`config.mk`:
```
export PLATFORM = sky130hd
export DESIGN_NAME = excl_range_match
export DESIGN_NICKNAME = d
export VERILOG_FILES = /design/src/rtl/excl_range_pkg.sv /design/src/rtl/excl_rst_sync.sv /design/src/rtl/excl_cfg_regs.sv /design/src/rtl/excl_addr_split.sv /design/src/rtl/excl_classify.sv /design/src/rtl/excl_range_match.sv
export SDC_FILE = /design/constraint.sdc
export NUM_CORES = 1
export LEC_CHECK = 0
export BUFFER_PORTS_ARGS = -buffer_cell sky130_fd_sc_hd__buf_2
export CAP_MARGIN = 10
export CORE_MARGIN = 2
export CORE_UTILIZATION = 50
export CTS_BUF_LIST = sky130_fd_sc_hd__clkbuf_8 sky130_fd_sc_hd__clkbuf_16
export DETAILED_ROUTE_END_ITERATION = 16
export PLACE_DENSITY = 0.85
export SLEW_MARGIN = 20
export SYNTH_ARGS = -nofsm -noshare
export SYNTH_HDL_FRONTEND = slang
export SYNTH_SLANG_ARGS = --single-unit
```
`constraint.sdc`:
```
create_clock -name clk -period 3.9 [get_ports clk]
set_input_delay 0.39 -clock clk [delete_from_list [all_inputs] [get_ports clk]]
set_output_delay 0.39 -clock clk [all_outputs]
set_load 0.02 [all_outputs]
```
`src/rtl/excl_range_pkg.sv`:
```
package excl_range_pkg;
  localparam int unsigned REG_W     = 64;
  localparam int unsigned FIELD_LSB = 12;
  localparam int unsigned EN_BIT    = 11;

  typedef enum logic {
    SEL_MASK = 1'b0,
    SEL_BASE = 1'b1
  } cfg_sel_e;
endpackage

```
`src/rtl/excl_rst_sync.sv`:
```
module excl_rst_sync (
  input  logic clk,
  input  logic rst_n,
  output logic rst_n_o
);
  logic [1:0] stage_q;

  always_ff @(posedge clk or negedge rst_n) begin
    if (!rst_n) stage_q <= 2'b00;
    else        stage_q <= {stage_q[0], 1'b1};
  end

  assign rst_n_o = stage_q[1];
endmodule

```
`src/rtl/excl_cfg_regs.sv`:
```
module excl_cfg_regs
  import excl_range_pkg::*;
#(
  parameter int unsigned PA_W = 20
) (
  input  logic                      clk,
  input  logic                      rst_n,
  input  logic                      lock_i,
  input  logic                      wr_en_i,
  input  logic                      wr_sel_i,
  input  logic [REG_W-1:0]          wr_data_i,
  output logic                      wr_fault_o,
  output logic                      range_en_o,
  output logic [PA_W-FIELD_LSB-1:0] mask_fld_o,
  output logic [PA_W-FIELD_LSB-1:0] base_fld_o
);
  localparam int unsigned FLD_W = PA_W - FIELD_LSB;

  logic [FLD_W-1:0] wr_fld;
  logic [FLD_W-1:0] fld_inv;
  logic [FLD_W-1:0] fld_inv_inc;
  logic [REG_W-1:0] hi_part;
  logic             hi_bad;
  logic             fld_contig;
  logic             is_mask;
  logic             fault_d;
  logic             accept;

  logic             en_d,   en_q;
  logic [FLD_W-1:0] mask_d, mask_q;
  logic [FLD_W-1:0] base_d, base_q;
  logic             fault_q;

  logic unused_lo;
  assign unused_lo = ^wr_data_i[EN_BIT-1:0];

  // Write validation
  always_comb begin
    wr_fld      = wr_data_i[PA_W-1:FIELD_LSB];
    hi_part     = wr_data_i >> PA_W;
    hi_bad      = |hi_part;
    fld_inv     = ~wr_fld;
    fld_inv_inc = fld_inv + 1'b1;
    // inverted field must be a run of ones from bit 0 upward
    fld_contig  = ((fld_inv & fld_inv_inc) == '0);
    is_mask     = (cfg_sel_e'(wr_sel_i) == SEL_MASK);
    fault_d     = wr_en_i & (lock_i | hi_bad | (is_mask & ~fld_contig));
    accept      = wr_en_i & ~fault_d;
  end

  // Next state
  always_comb begin
    en_d   = en_q;
    mask_d = mask_q;
    base_d = base_q;
    if (accept) begin
      if (is_mask) begin
        en_d   = wr_data_i[EN_BIT];
        mask_d = wr_fld;
      end else begin
        base_d = wr_fld;
      end
    end
  end

  always_ff @(posedge clk or negedge rst_n) begin
    if (!rst_n) begin
      en_q   <= 1'b0;
      mask_q <= '0;
      base_q <= '0;
    end else if (accept) begin
      en_q   <= en_d;
      mask_q <= mask_d;
      base_q <= base_d;
    end
  end

  always_ff @(posedge clk or negedge rst_n) begin
    if (!rst_n) fault_q <= 1'b0;
    else        fault_q <= fault_d;
  end

  assign wr_fault_o = fault_q;
  assign range_en_o = en_q;
  assign mask_fld_o = mask_q;
  assign base_fld_o = base_q;
endmodule

```
`src/rtl/excl_addr_split.sv`:
```
module excl_addr_split #(
  parameter int unsigned PA_W    = 20,
  parameter int unsigned KID_MAX = 4,
  parameter int unsigned KB_W    = 3
) (
  input  logic [KB_W-1:0]    kid_bits_i,
  input  logic [PA_W-1:0]    addr_i,
  output logic [KID_MAX-1:0] keyid_o,
  output logic [PA_W-1:0]    phys_o
);
  localparam int unsigned PA_CW = $clog2(PA_W + 1);

  logic [KB_W-1:0]    kid_eff;
  logic [PA_CW-1:0]   phys_w;
  logic [PA_W-1:0]    keep;
  logic [KID_MAX-1:0] kid_keep;
  logic [PA_W-1:0]    shifted;

  always_comb begin
    kid_eff = (kid_bits_i > KB_W'(KID_MAX)) ? KB_W'(KID_MAX) : kid_bits_i;
    phys_w  = PA_CW'(PA_W) - PA_CW'(kid_eff);
    shifted = addr_i >> phys_w;
  end

  for (genvar i = 0; i < PA_W; i++) begin : g_keep
    assign keep[i] = (PA_CW'(i) < phys_w);
  end

  for (genvar j = 0; j < KID_MAX; j++) begin : g_kid
    assign kid_keep[j] = (KB_W'(j) < kid_eff);
  end

  assign keyid_o = shifted[KID_MAX-1:0] & kid_keep;
  assign phys_o  = addr_i & keep;
endmodule

```
`src/rtl/excl_classify.sv`:
```
module excl_classify
  import excl_range_pkg::*;
#(
  parameter int unsigned PA_W    = 20,
  parameter int unsigned KID_MAX = 4
) (
  input  logic                      clk,
  input  logic                      rst_n,
  input  logic                      req_valid_i,
  input  logic [KID_MAX-1:0]        keyid_i,
  input  logic [PA_W-1:0]           phys_i,
  input  logic                      range_en_i,
  input  logic [PA_W-FIELD_LSB-1:0] mask_fld_i,
  input  logic [PA_W-FIELD_LSB-1:0] base_fld_i,
  output logic                      rsp_valid_o,
  output logic                      rsp_excluded_o,
  output logic [KID_MAX-1:0]        rsp_keyid_o,
  output logic [PA_W-1:0]           rsp_addr_o
);
  localparam int unsigned FLD_W = PA_W - FIELD_LSB;

  logic [FLD_W-1:0] diff;
  logic             hit;
  logic             excl_d;

  logic               valid_q;
  logic               excl_q;
  logic [KID_MAX-1:0] kid_q;
  logic [PA_W-1:0]    addr_q;

  always_comb begin
    diff   = (phys_i[PA_W-1:FIELD_LSB] ^ base_fld_i) & mask_fld_i;
    hit    = (diff == '0);
    excl_d = req_valid_i & range_en_i & (keyid_i == '0) & hit;
  end

  always_ff @(posedge clk or negedge rst_n) begin
    if (!rst_n) begin
      valid_q <= 1'b0;
      excl_q  <= 1'b0;
    end else begin
      valid_q <= req_valid_i;
      excl_q  <= excl_d;
    end
  end

  always_ff @(posedge clk or negedge rst_n) begin
    if (!rst_n) begin
      kid_q  <= '0;
      addr_q <= '0;
    end else if (req_valid_i) begin
      kid_q  <= keyid_i;
      addr_q <= phys_i;
    end
  end

  assign rsp_valid_o    = valid_q;
  assign rsp_excluded_o = excl_q;
  assign rsp_keyid_o    = kid_q;
  assign rsp_addr_o     = addr_q;
endmodule

```
`src/rtl/excl_range_match.sv`:
```
module excl_range_match
  import excl_range_pkg::*;
#(
  parameter int unsigned PA_W    = 20,
  parameter int unsigned KID_MAX = 4,
  parameter int unsigned KB_W    = 3
) (
  input  logic               clk,
  input  logic               rst_n,
  input  logic               lock_i,
  input  logic [KB_W-1:0]    kid_bits_i,
  input  logic               wr_en_i,
  input  logic               wr_sel_i,
  input  logic [63:0]        wr_data_i,
  output logic               wr_fault_o,
  input  logic               req_valid_i,
  input  logic [PA_W-1:0]    req_addr_i,
  output logic               rsp_valid_o,
  output logic               rsp_excluded_o,
  output logic [KID_MAX-1:0] rsp_keyid_o,
  output logic [PA_W-1:0]    rsp_addr_o
);
  localparam int unsigned FLD_W = PA_W - FIELD_LSB;

  logic               rst_n_q;
  logic               cfg_en;
  logic [FLD_W-1:0]   cfg_mask;
  logic [FLD_W-1:0]   cfg_base;
  logic [KID_MAX-1:0] req_kid;
  logic [PA_W-1:0]    req_phys;

  excl_rst_sync u_rst (
    .clk     (clk),
    .rst_n   (rst_n),
    .rst_n_o (rst_n_q)
  );

  excl_cfg_regs #(.PA_W(PA_W)) u_cfg (
    .clk        (clk),
    .rst_n      (rst_n_q),
    .lock_i     (lock_i),
    .wr_en_i    (wr_en_i),
    .wr_sel_i   (wr_sel_i),
    .wr_data_i  (wr_data_i),
    .wr_fault_o (wr_fault_o),
    .range_en_o (cfg_en),
    .mask_fld_o (cfg_mask),
    .base_fld_o (cfg_base)
  );

  excl_addr_split #(.PA_W(PA_W), .KID_MAX(KID_MAX), .KB_W(KB_W)) u_split (
    .kid_bits_i (kid_bits_i),
    .addr_i     (req_addr_i),
    .keyid_o    (req_kid),
    .phys_o     (req_phys)
  );

  excl_classify #(.PA_W(PA_W), .KID_MAX(KID_MAX)) u_cls (
    .clk            (clk),
    .rst_n          (rst_n_q),
    .req_valid_i    (req_valid_i),
    .keyid_i        (req_kid),
    .phys_i         (req_phys),
    .range_en_i     (cfg_en),
    .mask_fld_i     (cfg_mask),
    .base_fld_i     (cfg_base),
    .rsp_valid_o    (rsp_valid_o),
    .rsp_excluded_o (rsp_excluded_o),
    .rsp_keyid_o    (rsp_keyid_o),
    .rsp_addr_o     (rsp_addr_o)
  );
endmodule

```
==> impl_metrics.tcl <==
set metrics [dict create \
    cts_tree "built" \
    synthTopCellsByCount "dfrtp_1, nand2_1, inv_1" \
    grt-ovfl-total 0 \
    leakagePower_uw 0.00163 \
    syn_nets 347 \
    finClkSkew_ps 6.34 \
    synth_edf_count 0 \
    cp.arrival_ps 3110 \
    die_area_um2 5600 \
    critPathCaptureType "register" \
    post-dp-hpwl_um 4510 \
    nNetsFinal 449 \
    synthTopCellsByArea "dfrtp_1, mux2_2, nand2_1" \
    synth_top_area_share_pct 45.9 \
    intPower_uw 728 \
    peakVddDrop_mv 0.163 \
    layout-drive-gt1-share_pct 40.2 \
    num_rows 25 \
    yosys_warnings 0 \
    switchingPower_uw 316 \
    clockPowerShare_pct 26.6 \
    path_clk_slew_ps 80 \
    syn_to_final_growth_pct 25.6 \
    critPathKind "input pin to register" \
    yosysMostFrequentCell "dfrtp_1" \
    maxSlewHeadroom_pct 38.5 \
    cts_max_level 2 \
    fillers 396 \
    slew_viol_final 0 \
    io_pins 120 \
    drv_cap 0 \
    p_per_area_nw_per_um2 331 \
    drc_errors 0 \
    synth_cell_type_count 45 \
    critPathMaxFanout 17 \
    timing.final.ws_setup_ps 1000 \
    syn-instance-count 251 \
    clockRootBuffer "clkbuf_8" \
    clk_latency_ps 300 \
    place_ws_ps 723 \
    routed_wl_um 5920 \
    n_antenna_cell 0 \
    vias_per_cell 5.37 \
    tns_ps 0 \
    final_cells 420 \
    io_buffer_count 108 \
    switching_share_pct 30.2 \
    ys.flop_type "dfrtp_1" \
    initial_core_util_pct 52.4 \
    busiest_layer "met2" \
    dp_cells 412 \
    cp_slowest_stage_delay_ps 550 \
    status "complete, no violations" \
    fmax_mhz 345 \
    cts_resized 0 \
    dr.pass1.iters 4 \
    avgSynthCellArea_um2 10.0 \
    cts_setup_buffers 0 \
    wl_per_cell_um 14.1 \
    dr_total_vias 2255 \
    grt_max_degree 45 \
    start_kind "input pin" \
    synth_area_um2 2510 \
    cts.sinks 46 \
    die_width_um 74.9 \
    cp_slowest_cell "ha_1" \
    synth_seq_cells 46 \
    die_h_um 74.9 \
    use_met3_pct 6.29 \
    async_reset_ff_share_pct 100 \
    dr.first_iter.drc_count 203 \
    cts_made_buffers 5 \
    worstPathCellList "buf_2 > nor2b_4 > inv_6 > ha_1 > inv_1 > ha_1 > inv_1 > and3_1 > xor2_1 > a21oi_1 > nand4_1 > nor4b_2" \
    final-setup-viol-count 0 \
    rsz0062_at_grt "no" \
    gr-usage-all-layers_pct 21.8 \
    worst_hold_slack_ps 330 \
    fin_crit_sh_pct 74.3 \
    clockBufferDepth 2 \
    globalplace.congestion 0.916 \
    seq_power_share_pct 50.5 \
    grt_pass1_vias 2079 \
    grt_pass1_wl_um 9290 \
    worst_ep_required_time_ps 4110 \
    hp-class "input pin to register" \
    grt_util_met2_pct 37.4 \
    finalHoldViolations 0 \
    period_needed_ps 2900 \
    ys_seq_area_share_pct 45.9 \
    grt_use_met1_pct 26.4 \
    ant_nets 0 \
    grt_antenna_before_repair 0 \
    holdBufCountCts 1 \
    synth_top_area_cell "dfrtp_1" \
    placeableCoreArea_um2 4790 \
    p_comb_share_pct 22.9 \
    worst_slew_pin_slew_ps 922 \
]
-- cells by family after synthesis --
family	count (synthesis)	synth area share, %
DFF	46	45.9
xor gates and xnor gates	8	2.79
buffers and inverters	28	5.23
and+or+nand+nor	86	18.6
adders and majority gates	3	1.50
other	1	0.149
AOI/OAI and AO/OA	52	13.5
muxes	27	12.4
-- registers in the layout, summed over array words and instances (netlist names) --
name and cells:
u_cfg.base_fld_o 8, u_cfg.mask_fld_o 8, u_cfg.range_en_o 1, u_cfg.wr_fault_o 1, u_cls.rsp_addr_o 20, u_cls.rsp_excluded_o 1, u_cls.rsp_keyid_o 4, u_cls.rsp_valid_o 1
u_rst.stage_q 2
-- layer usage --
| layer | part of all wire, % | vias to the layer above |
|---|---|---|
| met3 | 6.6 | 10 |
| met2 | 50 | 78 |
| li1 | - | 1103 |
| met4 | 1.5 | 0 |
| met1 | 42 | 1064 |
| met5 | 0 | - |
-- worst max-delay path: cells and delay by family --
family	cells	cell delay (ps)
and+or+nand+nor	4	930
AOI/OAI and AO/OA	1	140
xor gates and xnor gates	1	140
buffers and inverters	4	750
adders and majority gates	2	740
-- layout by cell type (no fill, tap or decap), types with 3 or more instances in the layout --
cell / n
ha_1: 3
nand2_1: 25
nor2_1: 7
a21oi_1: 9
mux2_4: 4
nor2b_1: 10
mux2_2: 12
xor2_1: 8
nor4_1: 11
nand2b_1: 3
a32oi_1: 3
nand4_1: 7
a31o_2: 7
nand3_1: 11
o211ai_1: 3
mux2i_1: 7
dfrtp_1: 45
buf_2: 108
inv_1: 14
mux2_1: 4
o21ai_1: 7
clkbuf_8: 5
o21ai_0: 11
-- final timing paths --
path | start | to | slack (ps) | cells past startpoint
worst max-delay path | kid_bits_i[2] | u_cls.rsp_excluded_o | 1000 | 12
worst min-delay path | wr_data_i[11] | u_cfg.range_en_o | 330 | 2
worst max register to register | u_cfg.base_fld_o[0] | u_cls.rsp_excluded_o | 2410 | 6
worst min register to register | u_rst.stage_q[0] | u_rst.stage_q[1] | 360 | 0
max in group asynchronous | u_rst.stage_q[1] | u_cfg.range_en_o | 2920 | 0
min in group asynchronous | rst_n | u_rst.stage_q[1] | 400 | 2
-- final cells by class --
| cell class | count | area, um^2 | area share, % |
|---|---|---|---|
| Inverter | 14 | 57.6 | 1.83 |
| Clock buffer | 5 | 68.8 | 2.18 |
| Sequential cell | 46 | 1150 | 36.6 |
| Timing Repair Buffer | 109 | 551 | 17.5 |
| Multi-Input combinational cell | 177 | 1230 | 38.9 |
| Clock inverter | 2 | 11.3 | 0.357 |
| Tap cell | 67 | 83.8 | 2.66 |
-- per-stage QoR --
step,total power (uW),util (%),instance area (um^2)
2_1_floorplan,677,-,2510
3_3_place_gp,771,64.0,3060
3_5_place_dp,775,64.0,3060
4_1_cts,1050,65.9,3150
5_1_grt,1110,65.9,3150
6_report,1040,65.9,3150
-- power by group through the flow --
stage / clock network (uW) / logic (uW) / registers, uW
floorplan: 0 / 106 / 571
global route: 310 / 262 / 532
finish: 278 / 239 / 527
global placement: 0 / 234 / 537
CTS: 284 / 239 / 528
detailed placement: 0 / 238 / 537
Power figures use the tool's default switching activity.
